$ cat src/rtl/bcm_pkg.sv
package bcm_pkg;
  typedef enum logic {
    MODE_INT = 1'b0,
    MODE_EXT = 1'b1
  } sclk_mode_e;
endpackage

$ cat src/rtl/bcm_sync.sv
module bcm_sync #(
  parameter int STAGES = 2,
  parameter int WIDTH  = 2
) (
  input  logic             clk,
  input  logic             rst_n,
  input  logic [WIDTH-1:0] d_i,
  output logic [WIDTH-1:0] q_o
);
  logic [WIDTH-1:0] stg [STAGES];

  always_ff @(posedge clk or negedge rst_n) begin
    if (!rst_n) begin
      for (int i = 0; i < STAGES; i++) stg[i] <= '0;
    end else begin
      stg[0] <= d_i;
      for (int i = 1; i < STAGES; i++) stg[i] <= stg[i-1];
    end
  end

  assign q_o = stg[STAGES-1];
endmodule

$ cat src/rtl/bcm_edge_det.sv
module bcm_edge_det #(
  parameter int WIDTH = 2
) (
  input  logic             clk,
  input  logic             rst_n,
  input  logic [WIDTH-1:0] sig_i,
  output logic [WIDTH-1:0] rise_o,
  output logic [WIDTH-1:0] any_o
);
  logic [WIDTH-1:0] prev_q;

  always_ff @(posedge clk or negedge rst_n) begin
    if (!rst_n) prev_q <= '0;
    else        prev_q <= sig_i;
  end

  for (genvar b = 0; b < WIDTH; b++) begin : g_bit
    assign rise_o[b] = sig_i[b] & ~prev_q[b];
    assign any_o[b]  = sig_i[b] ^ prev_q[b];
  end
endmodule

$ cat src/rtl/bcm_phase_counter.sv
module bcm_phase_counter #(
  parameter int THRESH = 16
) (
  input  logic clk,
  input  logic rst_n,
  input  logic phase_edge_i,
  input  logic pin_rise_i,
  output logic thr_hit_o
);
  localparam int CW = $clog2(THRESH + 1);
  localparam logic [CW-1:0] LAST = CW'(THRESH - 1);
  localparam logic [CW-1:0] TOP  = CW'(THRESH);

  logic [CW-1:0] cnt_q;

  always_ff @(posedge clk or negedge rst_n) begin
    if (!rst_n) begin
      cnt_q <= '0;
    end else if (phase_edge_i) begin
      cnt_q <= pin_rise_i ? CW'(1) : '0;
    end else if (pin_rise_i && cnt_q != TOP) begin
      cnt_q <= cnt_q + CW'(1);
    end
  end

  always_comb begin
    if (!pin_rise_i)       thr_hit_o = 1'b0;
    else if (phase_edge_i) thr_hit_o = (THRESH == 1);
    else                   thr_hit_o = (cnt_q == LAST);
  end

  assert_cnt_sat_R6: assert property (@(posedge clk) disable iff (!rst_n)
    cnt_q <= TOP);

  assert_phase_clear_R5: assert property (@(posedge clk) disable iff (!rst_n)
    (phase_edge_i && !pin_rise_i) |=> (cnt_q == '0));
endmodule

$ cat src/rtl/bcm_frame_timer.sv
module bcm_frame_timer #(
  parameter int FRAMES = 2
) (
  input  logic clk,
  input  logic rst_n,
  input  logic frame_rise_i,
  input  logic pin_rise_i,
  output logic idle_hit_o
);
  localparam int FW = $clog2(FRAMES + 1);
  localparam logic [FW-1:0] LAST = FW'(FRAMES - 1);
  localparam logic [FW-1:0] TOP  = FW'(FRAMES);

  logic [FW-1:0] fcnt_q;

  always_ff @(posedge clk or negedge rst_n) begin
    if (!rst_n) begin
      fcnt_q <= '0;
    end else if (pin_rise_i) begin
      fcnt_q <= '0;
    end else if (frame_rise_i && fcnt_q != TOP) begin
      fcnt_q <= fcnt_q + FW'(1);
    end
  end

  assign idle_hit_o = frame_rise_i && !pin_rise_i && (fcnt_q == LAST);

  assert_fcnt_bound_R2: assert property (@(posedge clk) disable iff (!rst_n)
    fcnt_q <= TOP);

  assert_fcnt_restart_R2: assert property (@(posedge clk) disable iff (!rst_n)
    pin_rise_i |=> (fcnt_q == '0));
endmodule

$ cat src/rtl/bitclk_mode_sense.sv
module bitclk_mode_sense #(
  parameter int EDGE_THRESH = 16,
  parameter int IDLE_FRAMES = 2,
  parameter int SYNC_STAGES = 2
) (
  input  logic clk,
  input  logic rst_n,
  input  logic frame_clk_i,
  input  logic share_pin_i,
  output logic ext_mode_o,
  output logic deemph_en_o,
  output logic mode_chg_o
);
  import bcm_pkg::*;

  localparam int NSIG    = 2;
  localparam int IDX_PIN = 0;
  localparam int IDX_FRM = 1;

  logic [NSIG-1:0] raw, synced, rises, toggles;
  logic            thr_hit, idle_hit;
  sclk_mode_e      mode_q, mode_nxt;
  logic            chg_q;

  assign raw[IDX_PIN] = share_pin_i;
  assign raw[IDX_FRM] = frame_clk_i;

  bcm_sync #(.STAGES(SYNC_STAGES), .WIDTH(NSIG)) u_sync (
    .clk(clk), .rst_n(rst_n), .d_i(raw), .q_o(synced)
  );

  bcm_edge_det #(.WIDTH(NSIG)) u_edge (
    .clk(clk), .rst_n(rst_n), .sig_i(synced), .rise_o(rises), .any_o(toggles)
  );

  bcm_phase_counter #(.THRESH(EDGE_THRESH)) u_phase (
    .clk(clk), .rst_n(rst_n),
    .phase_edge_i(toggles[IDX_FRM]), .pin_rise_i(rises[IDX_PIN]),
    .thr_hit_o(thr_hit)
  );

  bcm_frame_timer #(.FRAMES(IDLE_FRAMES)) u_frame (
    .clk(clk), .rst_n(rst_n),
    .frame_rise_i(rises[IDX_FRM]), .pin_rise_i(rises[IDX_PIN]),
    .idle_hit_o(idle_hit)
  );

  always_comb begin
    mode_nxt = mode_q;
    if (thr_hit)       mode_nxt = MODE_EXT;
    else if (idle_hit) mode_nxt = MODE_INT;
  end

  always_ff @(posedge clk or negedge rst_n) begin
    if (!rst_n) begin
      mode_q <= MODE_INT;
      chg_q  <= 1'b0;
    end else begin
      mode_q <= mode_nxt;
      chg_q  <= (mode_nxt != mode_q);
    end
  end

  assign ext_mode_o  = (mode_q == MODE_EXT);
  assign deemph_en_o = (mode_q == MODE_INT) && synced[IDX_PIN];
  assign mode_chg_o  = chg_q;

  assert_pulse_width_R7: assert property (@(posedge clk) disable iff (!rst_n)
    mode_chg_o |=> !mode_chg_o);

  assert_pulse_match_R7: assert property (@(posedge clk) disable iff (!rst_n)
    mode_chg_o |-> (ext_mode_o != $past(ext_mode_o)));

  assert_ext_entry_R1: assert property (@(posedge clk) disable iff (!rst_n)
    $rose(ext_mode_o) |-> $past(thr_hit));

  assert_int_entry_R2: assert property (@(posedge clk) disable iff (!rst_n)
    $fell(ext_mode_o) |-> $past(idle_hit));
endmodule

$ cat config.mk
export PLATFORM = sky130hd
export DESIGN_NAME = bitclk_mode_sense
export DESIGN_NICKNAME = d
export VERILOG_FILES = /design/src/rtl/bcm_pkg.sv /design/src/rtl/bcm_sync.sv /design/src/rtl/bcm_edge_det.sv /design/src/rtl/bcm_phase_counter.sv /design/src/rtl/bcm_frame_timer.sv /design/src/rtl/bitclk_mode_sense.sv
export SDC_FILE = /design/constraint.sdc
export NUM_CORES = 1
export LEC_CHECK = 0
export CAP_MARGIN = 25
export CORE_AREA = 4 4 41 43
export CTS_BUF_LIST = sky130_fd_sc_hd__clkbuf_16
export CTS_CLUSTER_SIZE = 8
export DETAILED_ROUTE_END_ITERATION = 7
export DIE_AREA = 0 0 45 47
export DONT_BUFFER_PORTS = 1
export GPL_TIMING_DRIVEN = 0
export PLACE_DENSITY_LB_ADDON = 0.1
export SLEW_MARGIN = 20
export SYNTH_ARGS = -nofsm -noshare
export SYNTH_HDL_FRONTEND = slang
export SYNTH_SLANG_ARGS = --single-unit
export TNS_END_PERCENT = 5
$ cat constraint.sdc
create_clock -name clk -period 1.5 [get_ports clk]
set_input_delay 0.225 -clock clk [delete_from_list [all_inputs] [get_ports clk]]
set_output_delay 0.225 -clock clk [all_outputs]
set_load 0.01 [all_outputs]
# [Word-level counts from Yosys, hierarchy flattened]
# Cells that the tools add are included.
[classes] mux=9 bitwise=6 n_addsub=2 n_eq_ne=5 reduce_logical=8
[ops] operator="two-way mux 5 bit" count=2
[ops] operator="adder 5 x 1 -> 5 bit (second input constant)" count=1
[ops] operator="== test 5 x 4 -> 1 bit (second input constant)" count=1
[ops] operator="logical AND 1 bit" count=5
[ops] operator="two-way mux 1 bit" count=5
[ops] operator="!= test 5 bit (second input constant)" count=1
[ops] operator="two-way mux 2 bit" count=2
[ops] operator="nonzero test 2 bit" count=2
[ops] operator="NOT 1 bit" count=3
[ops] operator="adder 2 x 1 -> 2 bit (second input constant)" count=1
[ops] operator="bitwise AND 1 bit" count=2
[ops] operator="== test 2 x 1 -> 1 bit (second input constant)" count=1
[ops] operator="!= test 2 bit (second input constant)" count=1
[ops] operator="zero test 1 bit" count=1
[ops] operator="!= test 1 bit" count=1
[ops] operator="XOR 1 bit" count=1
[totals] register_bits=15 word_cells=37 in_bits=4 out_inout_bits=3

# [Depth between registers and ports, before layout]
# Gate-level depths: netlist of the first run.
[depth] depth_word=8 ltp_mapped=6 mapped_depth_nobuf=5

# [Modules after synthesis]
# A second synthesis of the first run with hierarchy kept.
[unflattened] cells_unflattened=68 hier_area_um2=755.7
[modules_own_cells] mod="bcm_phase_counter" cells_each=33 seq_area_each_um2=125.1 n_inst=1 area_each_um2=326.6
[modules_own_cells] mod="bcm_frame_timer" cells_each=14 seq_area_each_um2=50.0 n_inst=1 area_each_um2=138.9
[modules_own_cells] mod="bcm_sync" cells_each=6 seq_area_each_um2=100.1 n_inst=1 area_each_um2=115.1
[modules_own_cells] mod="bcm_edge_det" cells_each=8 seq_area_each_um2=50.0 n_inst=1 area_each_um2=90.1
[modules_own_cells] mod="bitclk_mode_sense" cells_each=7 seq_area_each_um2=50.0 n_inst=1 area_each_um2=85.1

# [Worst setup path before layout of the first run]
# No wires, ideal clock.
[synth_timing] path_type="register to register" start="register u_sync.stg (netlist bit u_sync.q_o[1])" end="register u_phase.cnt_q[0]" setup_ns=0.125 arrival_ns=1.188 synth_period_minus_slack_ns=1.313 path_buffers=1 path_slack_ns=0.187 stages_incl_launch_ff=6 t_required_ns=1.375 path_cell_list="dfrtp_1 -> ha_1 -> buf_2 -> nand2_1 -> o21ai_0 -> mux2_4"
[synth_via] elab_chain_len=2 word_cells_on_any_way=3 classes_between="1 x mux; 1 x bitwise; 1 x reduce/logical"
[synth_rtl] element="start, declared" line_no="bcm_sync.sv:10" rtl="logic [WIDTH-1:0] stg [STAGES];"
[synth_rtl] element="XOR 1 bit (*)" line_no="bcm_edge_det.sv:19" rtl="assign any_o[b] = sig_i[b] ^ prev_q[b];"
[synth_rtl] element="two-way mux 5 bit / nonzero test 2 bit (equally long branches)"
[synth_rtl] element="end signal, assigned" line_no="bcm_phase_counter.sv:20" rtl="cnt_q <= pin_rise_i ? CW'(1) : '0;"
[synth_rtl] element="end signal, assigned" line_no="bcm_phase_counter.sv:22" rtl="cnt_q <= cnt_q + CW'(1);"
[synth_rtl] element="end, declared" line_no="bcm_phase_counter.sv:14" rtl="logic [CW-1:0] cnt_q;"
# Every way passes the cells marked *; elsewhere a longest branch is shown, timed or not.
# A chain may end at the register's enable or synchronous reset.

# [Worst setup path in the final report of the first run]
# Same ends and word-level chain as after synthesis.

==> results of run 1 <==
## cell families after synthesis
kind of cell / synth area share [%]
simple gates: 14.77
flops: 53.38
compound gates: 10.50
xor+xnor: 1.246
mux: 4.982
fa+ha+maj: 10.68
buf+inv: 4.448
## cells in the final DEF (no fill, tap or decap), types with 2 or more instances in the layout
cell	count
o21ai_0	4
clkbuf_16	3
nand2_1	7
mux2i_1	2
inv_1	8
dfrtp_1	15
ha_1	6
a21oi_1	2
nand4_1	2
nor2_1	2
## repair_timing
action	4_1_cts	5_1_grt
hold buffers	1	0
hold endpoints to repair	15	0
buffers inserted	0	0
gates resized for setup	0	0
setup endpoints to repair	0	0
## layout make-up
type / count / area (um2)
Multi-Input combinational cell: 39 / 296.5
Fill cell: 99 / 490.5
Buffer: 1 / 5.005
Sequential cell: 15 / 375.4
Clock buffer: 3 / 75.07
Inverter: 7 / 26.28
Timing Repair Buffer: 1 / 10.01
Tap cell: 15 / 18.77
Clock inverter: 1 / 3.754
## state kept, by name (all words and copies together), names as in the netlist
signal / flops
u_sync.stg: 2
mode_chg_o: 1
u_sync.q_o: 2
u_frame.fcnt_q: 2
ext_mode_o: 1
u_phase.cnt_q: 5
u_edge.prev_q: 2
## stage by stage
stage          cell area (um2)  std cells  utilization (%)
2_1_floorplan            703.2         62                -
3_3_place_gp             721.9         77            55.48
3_5_place_dp             721.9         77            55.48
4_1_cts                  810.8         82            62.31
5_1_grt                  810.8         82            62.31
6_report                 810.8         82            62.31
## worst reg2reg max path: cells and delay by family, from the launching register on
kind	cells	cell delay [ns]
adder cells (fa/ha/maj)	1	0.31
buffers and inverters	1	0.18
AO/OA/AOI/OAI	1	0.07
flip-flops	1	0.38
AND/OR/NAND/NOR	1	0.08
multiplexers	1	0.27
## path summary, 6_finish.rpt
check                                              from                           end  slack, ns  cells past startpoint
worst max-delay path            u_sync.q_o[1]$_DFF_PN0_  u_phase.cnt_q[0]$_DFFE_PN0P_       0.10                      5
worst min-delay path                        frame_clk_i       u_sync.stg[3]$_DFF_PN0_       0.01                      0
worst max register to register  u_sync.q_o[1]$_DFF_PN0_  u_phase.cnt_q[0]$_DFFE_PN0P_       0.10                      5
worst min register to register  u_sync.stg[3]$_DFF_PN0_       u_sync.q_o[1]$_DFF_PN0_       0.34                      0
max in group asynchronous                         rst_n  u_phase.cnt_q[1]$_DFFE_PN0P_       0.64                      1
min in group asynchronous                         rst_n          ext_mode_o$_DFF_PN0_       0.45                      1
## routing by layer
| metal | up-vias | wire, um | GRT usage, % |
|---|---|---|---|
| met3 | 2 | 82 | 6.897 |
| met4 | 0 | 8 | 4.094 |
| met5 | - | 0 | 0 |
| li1 | 216 | - | - |
| met2 | 11 | 481 | 20.34 |
| met1 | 194 | 481 | 15.14 |
## report_power, final
| group | internal [mW] | switching [mW] | total, mW | leakage [nW] |
|---|---|---|---|---|
| sequential | 0.446 | 0.0351 | 0.481 | 0.191 |
| combinational | 0.0745 | 0.0813 | 0.156 | 0.165 |
| clock | 0.351 | 0.146 | 0.497 | 0.0423 |
==> metrics.md, run 1 <==
| Metric | Value |
|---|---|
| Crit path required time | between 1.5 and 2 ns |
| Via density | just over 5 |
| # IOs | 7 |
| Initial Util | between 50% and 60% |
| Initial antenna violation count | 0 |
| Most used DFF post-synth | dfrtp_1 |
| Fin nets | 78 |
| Post-Syn Area per Cell | about 11 um2 |
| Die width | ~45 um |
| Drt initial violations | 8 |
| Pin count of the biggest net entering global routing | 16 |
| Max stage delay on crit path | 0.38 ns |
| Fmax | 714.5 MHz |
| Detailed Place HPWL | between 700 and 800 um |
| Slew margin rel. | 57.43% |
| Synth warnings | 0 |
| Sinks on Clock Net | 15 |
| Post-route setup TNS | 0 ns |
| Post-synth EDFFs | 0 |
| I/O Buffers | 0 |
| Die extent in y | 47 um |
| RSZ-0062 raised after global routing | no |
| CTS clk-pin slew, worst paths | ~0.050 ns |
| Leakage Power | 0.3979 nW |
| P&R area growth vs syn | 15.30% |
| Max-slew violations | 0 |
| Count leader, synth | dfrtp_1 |
| Aggregate global-route resource usage | 12.88% |
| Area share of the largest cell type after synthesis | about 53% |
| Final ANT Viol Nets | 0 |
| Worst Path Max Fanout | 10 |
| Number of diodes | 0 |
| Vias after detailed routing | ~420 |
| Max-cap violations | 0 |
| Routed wire length per instance | 12.84 um |
| Worst vdd ir | 1.215 mV |
| Final hold vios | 0 |
| Worst setup SP type | flop |
| Worst Path Buf+Inv | 1 |
| Global placer's final weighted congestion | approximately 0.7 |
| Critical path, cell by cell | ha_1 > buf_2 > nand2_1 > o21ai_0 > mux2_4 |
| Post-synth cell types | 24 |
| Register area share after synthesis | between 50% and 60% |
| Top cells by area, synth | dfrtp_1, ha_1, inv_1 |
| DRT Pass-1 Iters | 4 |
| Die ar. | about 2100 um2 |
| Vias in the first global route | roughly 450 |
| Overall routed net length | roughly 1100 um |
| Final Cycle Share | around 93% |
| Clock Path Buffers | 2 |
| Detailed-route DRC error count | 0 |
| Tmin final | around 1.4 ns |
| GR Overflow Total | 0 |
| CTS tree | yes |
| Yosys top cell by area | dfrtp_1 |
| CP delay by family, top | flip-flops |
| H-tree depth | 1 |
| Setup CP Type | reg2reg |
| First-pass GRT wire length | 1863 um |
| Worst Tran Pin Value | 0.6365 ns |
| Cell count after synthesis | 62 |
| Setup slack after layout | around 0.10 ns |
| Row count | 13 |
| Number of buffers created by CTS | 3 |
| Synth cell count leaders | dfrtp_1, inv_1, nand2_1 |
| Yosys reg bits | 15 |
| Root Driver | clkbuf_16 |
| Status | completed |
| Netlist Area Pre-Place | between 700 and 800 um2 |
| Share of cells above drive strength 1 | ~15% |
| Setup violators final | 0 |
| Clk_skew | 0.003309 ns |
| Worst path arrival time | approximately 1.5 ns |
| Final hold slack | 0.01240 ns |
| Async S/R FF share, synth | 100.0% |
| Worst skew pair latency | ~0.24 ns |
| PD cells | between 1000 and 1500 nW/um2 |
| Pre-CTS WS | about 0.11 ns |
| Core Region | 1301 um2 |
| Pwr Total | 1.134 mW |
| Worst hold path type | in2reg |
| CP endpoint kind | flop |
| Net Count, Synth | 72 |
| CP max stage cell | dfrtp_1 |
Power figures use the tool's default switching activity.
==> inputs of run 2 (changes only) <==
--- a/config.mk
+++ b/config.mk
@@ -7,7 +7,6 @@
 export LEC_CHECK = 0
 export CAP_MARGIN = 25
 export CORE_AREA = 4 4 41 43
-export CTS_BUF_LIST = sky130_fd_sc_hd__clkbuf_16
 export CTS_CLUSTER_SIZE = 8
 export DETAILED_ROUTE_END_ITERATION = 7
 export DIE_AREA = 0 0 45 47
==> run 2 against run 1 <==
  * Worst setup slack better by 0.0058 ns
  * Largest power group is now registers
  * Highest routed layer unchanged
  * Critical endpoint unchanged
  * Maximum frequency is 0.41% higher
  * Clock power is 56% lower
  * Flip-flop and latch count stayed put
  * Sequential power hardly changed
  * Count of clock-buffer cells in the layout is 1 higher
  * Largest cell class unchanged
==> metrics.md, run 2 (synthesis results as in run 1) <==
| Metric | Value |
|---|---|
| Status | completed |
| PD cells | 1102 nW/um2 |
| GR Overflow Total | 0 |
| I/O Buffers | 0 |
| Number of diodes | 0 |
| Max-slew violations | 0 |
| First-pass GRT wire length | about 1900 um |
| Worst hold path type | reg2reg |
| Clk_skew | ~0.0065 ns |
| P&R area growth vs syn | 10.68% |
| Worst skew pair latency | between 0.2 and 0.3 ns |
| Number of buffers created by CTS | 3 |
| Die ar. | about 2100 um2 |
| Detailed-route DRC error count | 0 |
| Fin area | 778.2 um2 |
| Die width | 45 um |
| Fin nets | 80 |
| Hold_sp | u_sync.stg[3]$_DFF_PN0_ |
| Final Cycle Share | slightly above 90% |
| RSZ-0062 raised after global routing | no |
| Setup violators final | 0 |
| DP Cell Count | a little under 80 |
| Max reg flops | 5 |
| Seq pwr share | ~56% |
| Internal power | approximately 630 uW |
| Max-cap violations | 0 |
| Placed inst area | slightly above 700 um2 |
| CTS clk-pin slew, worst paths | approximately 0.080 ns |
| Clock Path Buffers | 2 |
| Initial Util | between 50% and 60% |
| Sinks on Clock Net | 15 |
| H-tree depth | 1 |
| Row count | 13 |
| Routed wire length per instance | ~12 um |
| Most frequent cells in the layout | dfrtp_1, inv_1, nand2_1 |
| CP endpoint kind | flop |
| # IOs | 7 |
| Drt initial violations | 4 |
| Worst Path Max Fanout | 10 |
| DRT Pass-1 Iters | 4 |
| Pin count of the biggest net entering global routing | 16 |
| Psw | about 230 uW |
| Setup CP Type | reg2reg |
| Vias after detailed routing | between 400 and 500 |
| Tmin final | 1.394 ns |
| Buffer count from post-CTS setup fixing | 0 |
| CTS tree | yes |
| Worst Path Buf+Inv | 1 |
| Max stage delay on crit path | around 0.4 ns |
| Switch share | 27.13% |
| Die extent in y | ~47 um |
| Core Region | between 1000 and 1500 um2 |
| Worst vdd ir | approximately 0.89 mV |
| Post-route setup TNS | 0 ns |
| Final ANT Viol Nets | 0 |
| Comb power frac | between 10% and 20% |
| Most common cell after layout, fill and taps aside | dfrtp_1 |
| Via density | 5.155 |
| Final instance count without filler cells | 84 |
| Critical path, cell by cell | ha_1 > buf_2 > nand2_1 > o21ai_0 > mux2_4 |
| Setup crit start | u_sync.q_o[1]$_DFF_PN0_ |
| Worst Tran Pin Value | about 0.63 ns |
| Largest register by flop count | u_phase.cnt_q |
| Global placer's final weighted congestion | approximately 0.69 |
| Vias in the first global route | roughly 450 |
| Worst path arrival time | around 1.6 ns |
| CTS Hold Bufs | 3 |
| Slew margin rel. | between 50 and 60% |
| Share of cells above drive strength 1 | between 10% and 20% |
| Fmax | between 700 and 800 MHz |
| Final hold vios | 0 |
| Detailed Place HPWL | roughly 770 um |
| Resized cells post-CTS | 0 |
| Root Driver | clkbuf_4 |
| Worst setup SP type | flop |
| Leakage Power | between 0.3 and 0.4 nW |
| Crit path required time | roughly 1.7 ns |
| CP max stage cell | dfrtp_1 |
| Clock network power share | between 20% and 30% |
| Worst reg2reg path startpoint | u_sync.q_o[1]$_DFF_PN0_ |
| Overall routed net length | 1048 um |
| CP delay by family, top | flip-flops |
| Aggregate global-route resource usage | between 10% and 20% |
| Pwr Total | 857.9 uW |
| Initial antenna violation count | 0 |
-- run 2: cell types whose count changed in the layout (fill, tap and decap cells not counted), sizes merged --
cell	delta
dlygate4sd3	+2
clkbuf	+1
inv	-1
-- run 2: per-layer routing --
| metal | vias to the layer above | part of all wire, % | global-route usage (%) |
|---|---|---|---|
| met5 | - | 0 | 0 |
| met4 | 0 | 1.3 | 3.509 |
| met3 | 2 | 6.3 | 6.897 |
| met2 | 12 | 46 | 20.90 |
| met1 | 197 | 46 | 15.63 |
| li1 | 222 | - | - |
-- run 2: power groups by stage --
stage	Sequential, mW	Clock [mW]	Combinational, mW
2_1_floorplan	0.480	0	0.125
3_3_place_gp	0.488	0	0.139
3_5_place_dp	0.488	0	0.147
4_1_cts	0.480	0.232	0.163
5_1_grt	0.487	0.247	0.189
6_report	0.479	0.219	0.160
-- run 2: path summary, 6_finish.rpt --
check	to	slack (ns)	cells past startpoint
setup / recovery	u_phase.cnt_q[0]$_DFFE_PN0P_	0.11	5
hold / removal	u_sync.q_o[1]$_DFF_PN0_	0.35	0
setup reg to reg	u_phase.cnt_q[0]$_DFFE_PN0P_	0.11	5
hold reg to reg	u_sync.q_o[1]$_DFF_PN0_	0.35	0
max in group asynchronous	u_phase.cnt_q[1]$_DFFE_PN0P_	0.69	1
min in group asynchronous	u_phase.cnt_q[0]$_DFFE_PN0P_	0.40	1
-- run 2: final cells by class --
| type | count | area, um2 |
|---|---|---|
| buffer | 1 | 5.005 |
| clock buffer | 4 | 26.28 |
| fill | 107 | 523.0 |
| inverter | 7 | 26.28 |
| multi-input combinational | 39 | 296.5 |
| sequential | 15 | 375.4 |
| tap | 15 | 18.77 |
| timing repair buffer | 3 | 30.03 |
-- run 2: worst register-to-register path, stage by stage (launching register included) --
cell and delay, ns:
dfrtp_1 0.39, ha_1 0.31, buf_2 0.18, nand2_1 0.07
o21ai_0 0.07, mux2_4 0.26
-- run 2: through the flow --
step                      hold WS, ns  setup slack, ns  util, %
after global routing           0.3700         0.006101    59.81
after global placement       -0.07027           0.1349    55.48
after detailed placement     -0.07022           0.1084    55.48
after floorplan              -0.07059           0.1870        -
after CTS                      0.3542          0.09105    59.81
final                          0.3502           0.1062    59.81
==> inputs of run 3 (changes only) <==
--- a/config.mk
+++ b/config.mk
@@ -6,15 +6,16 @@
 export NUM_CORES = 1
 export LEC_CHECK = 0
 export CAP_MARGIN = 25
-export CORE_AREA = 4 4 41 43
+export CORE_MARGIN = 4
+export CORE_UTILIZATION = 58
 export CTS_CLUSTER_SIZE = 8
 export DETAILED_ROUTE_END_ITERATION = 7
-export DIE_AREA = 0 0 45 47
 export DONT_BUFFER_PORTS = 1
 export GPL_TIMING_DRIVEN = 0
 export PLACE_DENSITY_LB_ADDON = 0.1
 export SLEW_MARGIN = 20
 export SYNTH_ARGS = -nofsm -noshare
 export SYNTH_HDL_FRONTEND = slang
+export SYNTH_HIERARCHICAL = 1
 export SYNTH_SLANG_ARGS = --single-unit
 export TNS_END_PERCENT = 5
==> run 3 against run 2 <==
  * Combinational power down 7%
  * Critical path depth down 1
  * Global-route usage up 0.67 points
  * Non-clock buffer count up 1
  * Flip-flop and latch count unchanged
  * Clock power up 4%
  * Core utilization up 13 points
  * Hold slack better by 0.0056 ns
  * Via count up 6.9%
  * Highest routed layer unchanged
==> metrics.md, run 3 <==
| Metric | Value |
|---|---|
| Status | completed |
| R2R cell count | 4 |
| Worst Path Buf+Inv | 1 |
| Area occupied by registers | about 380 um2 |
| Vias in the first global route | between 400 and 500 |
| Worst reg2reg path startpoint | u_frame/fcnt_q[0]$_DFFE_PN0P_ |
| Setup CP Type | reg2reg |
| Pwr Total | around 840 uW |
| Psw | 226.5 uW |
| Vias after detailed routing | between 400 and 500 |
| Netlist Area Pre-Place | 752.0 um2 |
| Fin nets | 85 |
| Clock Path Buffers | 2 |
| Net Count, Synth | 78 |
| Max reg flops | 5 |
| Setup slack after layout | a little over 0.07 ns |
| Multi-input gate area | around 340 um2 |
| H-tree depth | 1 |
| Pre-CTS WS | -0.06077 ns |
| CTS tree | yes |
| Crit path required time | about 1.7 ns |
| Initial antenna violation count | 0 |
| Max-slew violations | 0 |
| Aggregate global-route resource usage | between 10 and 15% |
| Core Region | 1156 um2 |
| Seq pwr share | between 50% and 60% |
| Detailed-route DRC error count | 0 |
| Cell count after synthesis | between 60 and 70 |
| Sinks on Clock Net | 15 |
| CP endpoint kind | flop |
| I/O Buffers | 0 |
| Fmax | approximately 700 MHz |
| Most common cell after layout, fill and taps aside | dfrtp_1 |
| Critical path, cell by cell | inv_1 > ha_1 > or4b_1 > o31ai_1 |
| R2r setup slk | between 0.07 and 0.08 ns |
| Via density | 5.322 |
| Most frequent cells in the layout | dfrtp_1, inv_1, nand2_1, ha_1, nor2_1 |
| Leakage Power | about 0.39 nW |
| First-pass GRT wire length | 1835 um |
| Worst setup SP type | flop |
| Root Driver | clkbuf_4 |
| Internal power | between 600 and 700 uW |
| Die ar. | a little under 2000 um2 |
| Post-Syn Area per Cell | between 10 and 15 um2 |
| Clock network power share | approximately 27% |
| Final ANT Viol Nets | 0 |
| Global placer's final weighted congestion | ~0.75 |
| Max stage delay on crit path | 0.52 ns |
| Switch share | between 20 and 30% |
| CP Capture Point | u_frame/fcnt_q[1]$_DFFE_PN0P_ |
| CP max stage cell | or4b_1 |
| Worst path arrival time | ~1.6 ns |
| Worst Path Max Fanout | 4 |
| Number of diodes | 0 |
| Worst vdd ir | 0.6876 mV |
| Initial Util | between 60% and 70% |
| Setup crit start | u_frame/fcnt_q[0]$_DFFE_PN0P_ |
| Number of buffers created by CTS | 3 |
| Die width | between 40 and 50 um |
| RSZ-0062 raised after global routing | yes |
| Comb power frac | about 18% |
| Buffer count from post-CTS setup fixing | 0 |
| Fill count | 80 |
| RR Endpoint | u_frame/fcnt_q[1]$_DFFE_PN0P_ |
| Pin count of the biggest net entering global routing | 16 |
| CP delay by family, top | simple AND/OR/NAND/NOR gates |
| Tmin final | between 1 and 1.5 ns |
| Final Cycle Share | a little over nine tenths |
| GR Overflow Total | 0 |
| Final hold vios | 0 |
| P&R area growth vs syn | 11.65% |
| Drt initial violations | 3 |
| Clk_skew | 0.001173 ns |
| Detailed Place HPWL | 777.1 um |
| Row count | 12 |
| Layout Utilization | 72.62% |
| Synth warnings | 6 |
| Worst skew pair latency | roughly 0.28 ns |
| Share of cells above drive strength 1 | approximately 22% |
| Die extent in y | ~44 um |
| Placed inst area | just under 800 um2 |
| Setup violators final | 0 |
| Final hold slack | between 0.3 and 0.4 ns |
| Max-cap violations | 0 |
| CTS clk-pin slew, worst paths | about 0.090 ns |
| Worst hold path type | reg2reg |
| Slew margin rel. | ~56% |
| PD cells | roughly 1000 nW/um2 |
| Overall routed net length | around 1100 um |
| # IOs | 7 |
| Routed wire length per instance | roughly 13 um |
| Largest register by flop count | u_phase/cnt_q |
| Worst Tran Pin Value | roughly 0.66 ns |
| WHS Path Cells | 0 |
| Fin area | approximately 840 um2 |
| DRT Pass-1 Iters | 3 |
| WP depth | 4 |
==> run 3: cell types whose count changed in the layout (fill, tap and decap cells not counted), moves of 2 or more <==
cell,previous run,this run
a21oi_1,2,0
buf_4,0,2
inv_1,7,10
nand2_1,7,5
nand2b_1,1,3
nor2_1,2,5
o21ai_0,4,0
==> run 3: per-layer routing <==
layer	track usage (%)	vias to the layer above	share of wire (%)
met4	10.84	0	1.9
met1	13.66	227	44
li1	-	227	-
met2	22.97	7	50
met5	0	-	0
met3	4.979	2	4.4
==> run 3: timing repair <==
item                       CTS  global route
resized for setup            1             3
pin swaps                    0             0
setup endpoints to repair    5             3
hold endpoints to repair    17             0
gates cloned                 0             0
hold buffers                 3             0
==> run 3: layout make-up <==
type | instances | share of cell area [%]
sequential | 15 | 44.71
multi-input combinational | 39 | 40.24
timing repair buffer | 3 | 3.577
clock buffer | 4 | 3.130
tap | 14 | 2.086
buffer | 2 | 1.788
inverter | 10 | 4.471
==> run 3: stage by stage <==
step / setup TNS (ns) / std cells
3_3_place_gp: -0.09378 / 81
5_1_grt: -0.01787 / 87
6_report: 0 / 87
2_1_floorplan: 0 / 67
4_1_cts: 0 / 87
3_5_place_dp: -0.1825 / 81
==> run 3: worst min-delay path by stage <==
stage	from	slack, ns	endpoint
final	u_sync/stg[3]$_DFF_PN0_	0.36	u_sync/q_o[1]$_DFF_PN0_
after CTS	u_sync/stg[2]$_DFF_PN0_	0.36	u_sync/q_o[0]$_DFF_PN0_
after detailed placement	rst_n	-0.07	u_frame/fcnt_q[1]$_DFFE_PN0P_
after global routing	u_sync/stg[3]$_DFF_PN0_	0.37	u_sync/q_o[1]$_DFF_PN0_
after floorplan	rst_n	-0.07	ext_mode_o$_DFF_PN0_
after global placement	rst_n	-0.07	u_frame/fcnt_q[1]$_DFFE_PN0P_
==> run 3: power by group through the flow <==
stage | Clock (mW) | Combinational (mW) | Sequential, mW
after floorplan | 0 | 0.113 | 0.465
after global placement | 0 | 0.129 | 0.470
after detailed placement | 0 | 0.134 | 0.473
after CTS | 0.239 | 0.148 | 0.464
after global routing | 0.262 | 0.173 | 0.470
final | 0.227 | 0.149 | 0.465
==> run 3: worst register-to-register path, cell delays in order (launching register included) <==
cell and delay (ns):
dfrtp_1 0.41, inv_1 0.06, ha_1 0.27, or4b_1 0.52, o31ai_1 0.08
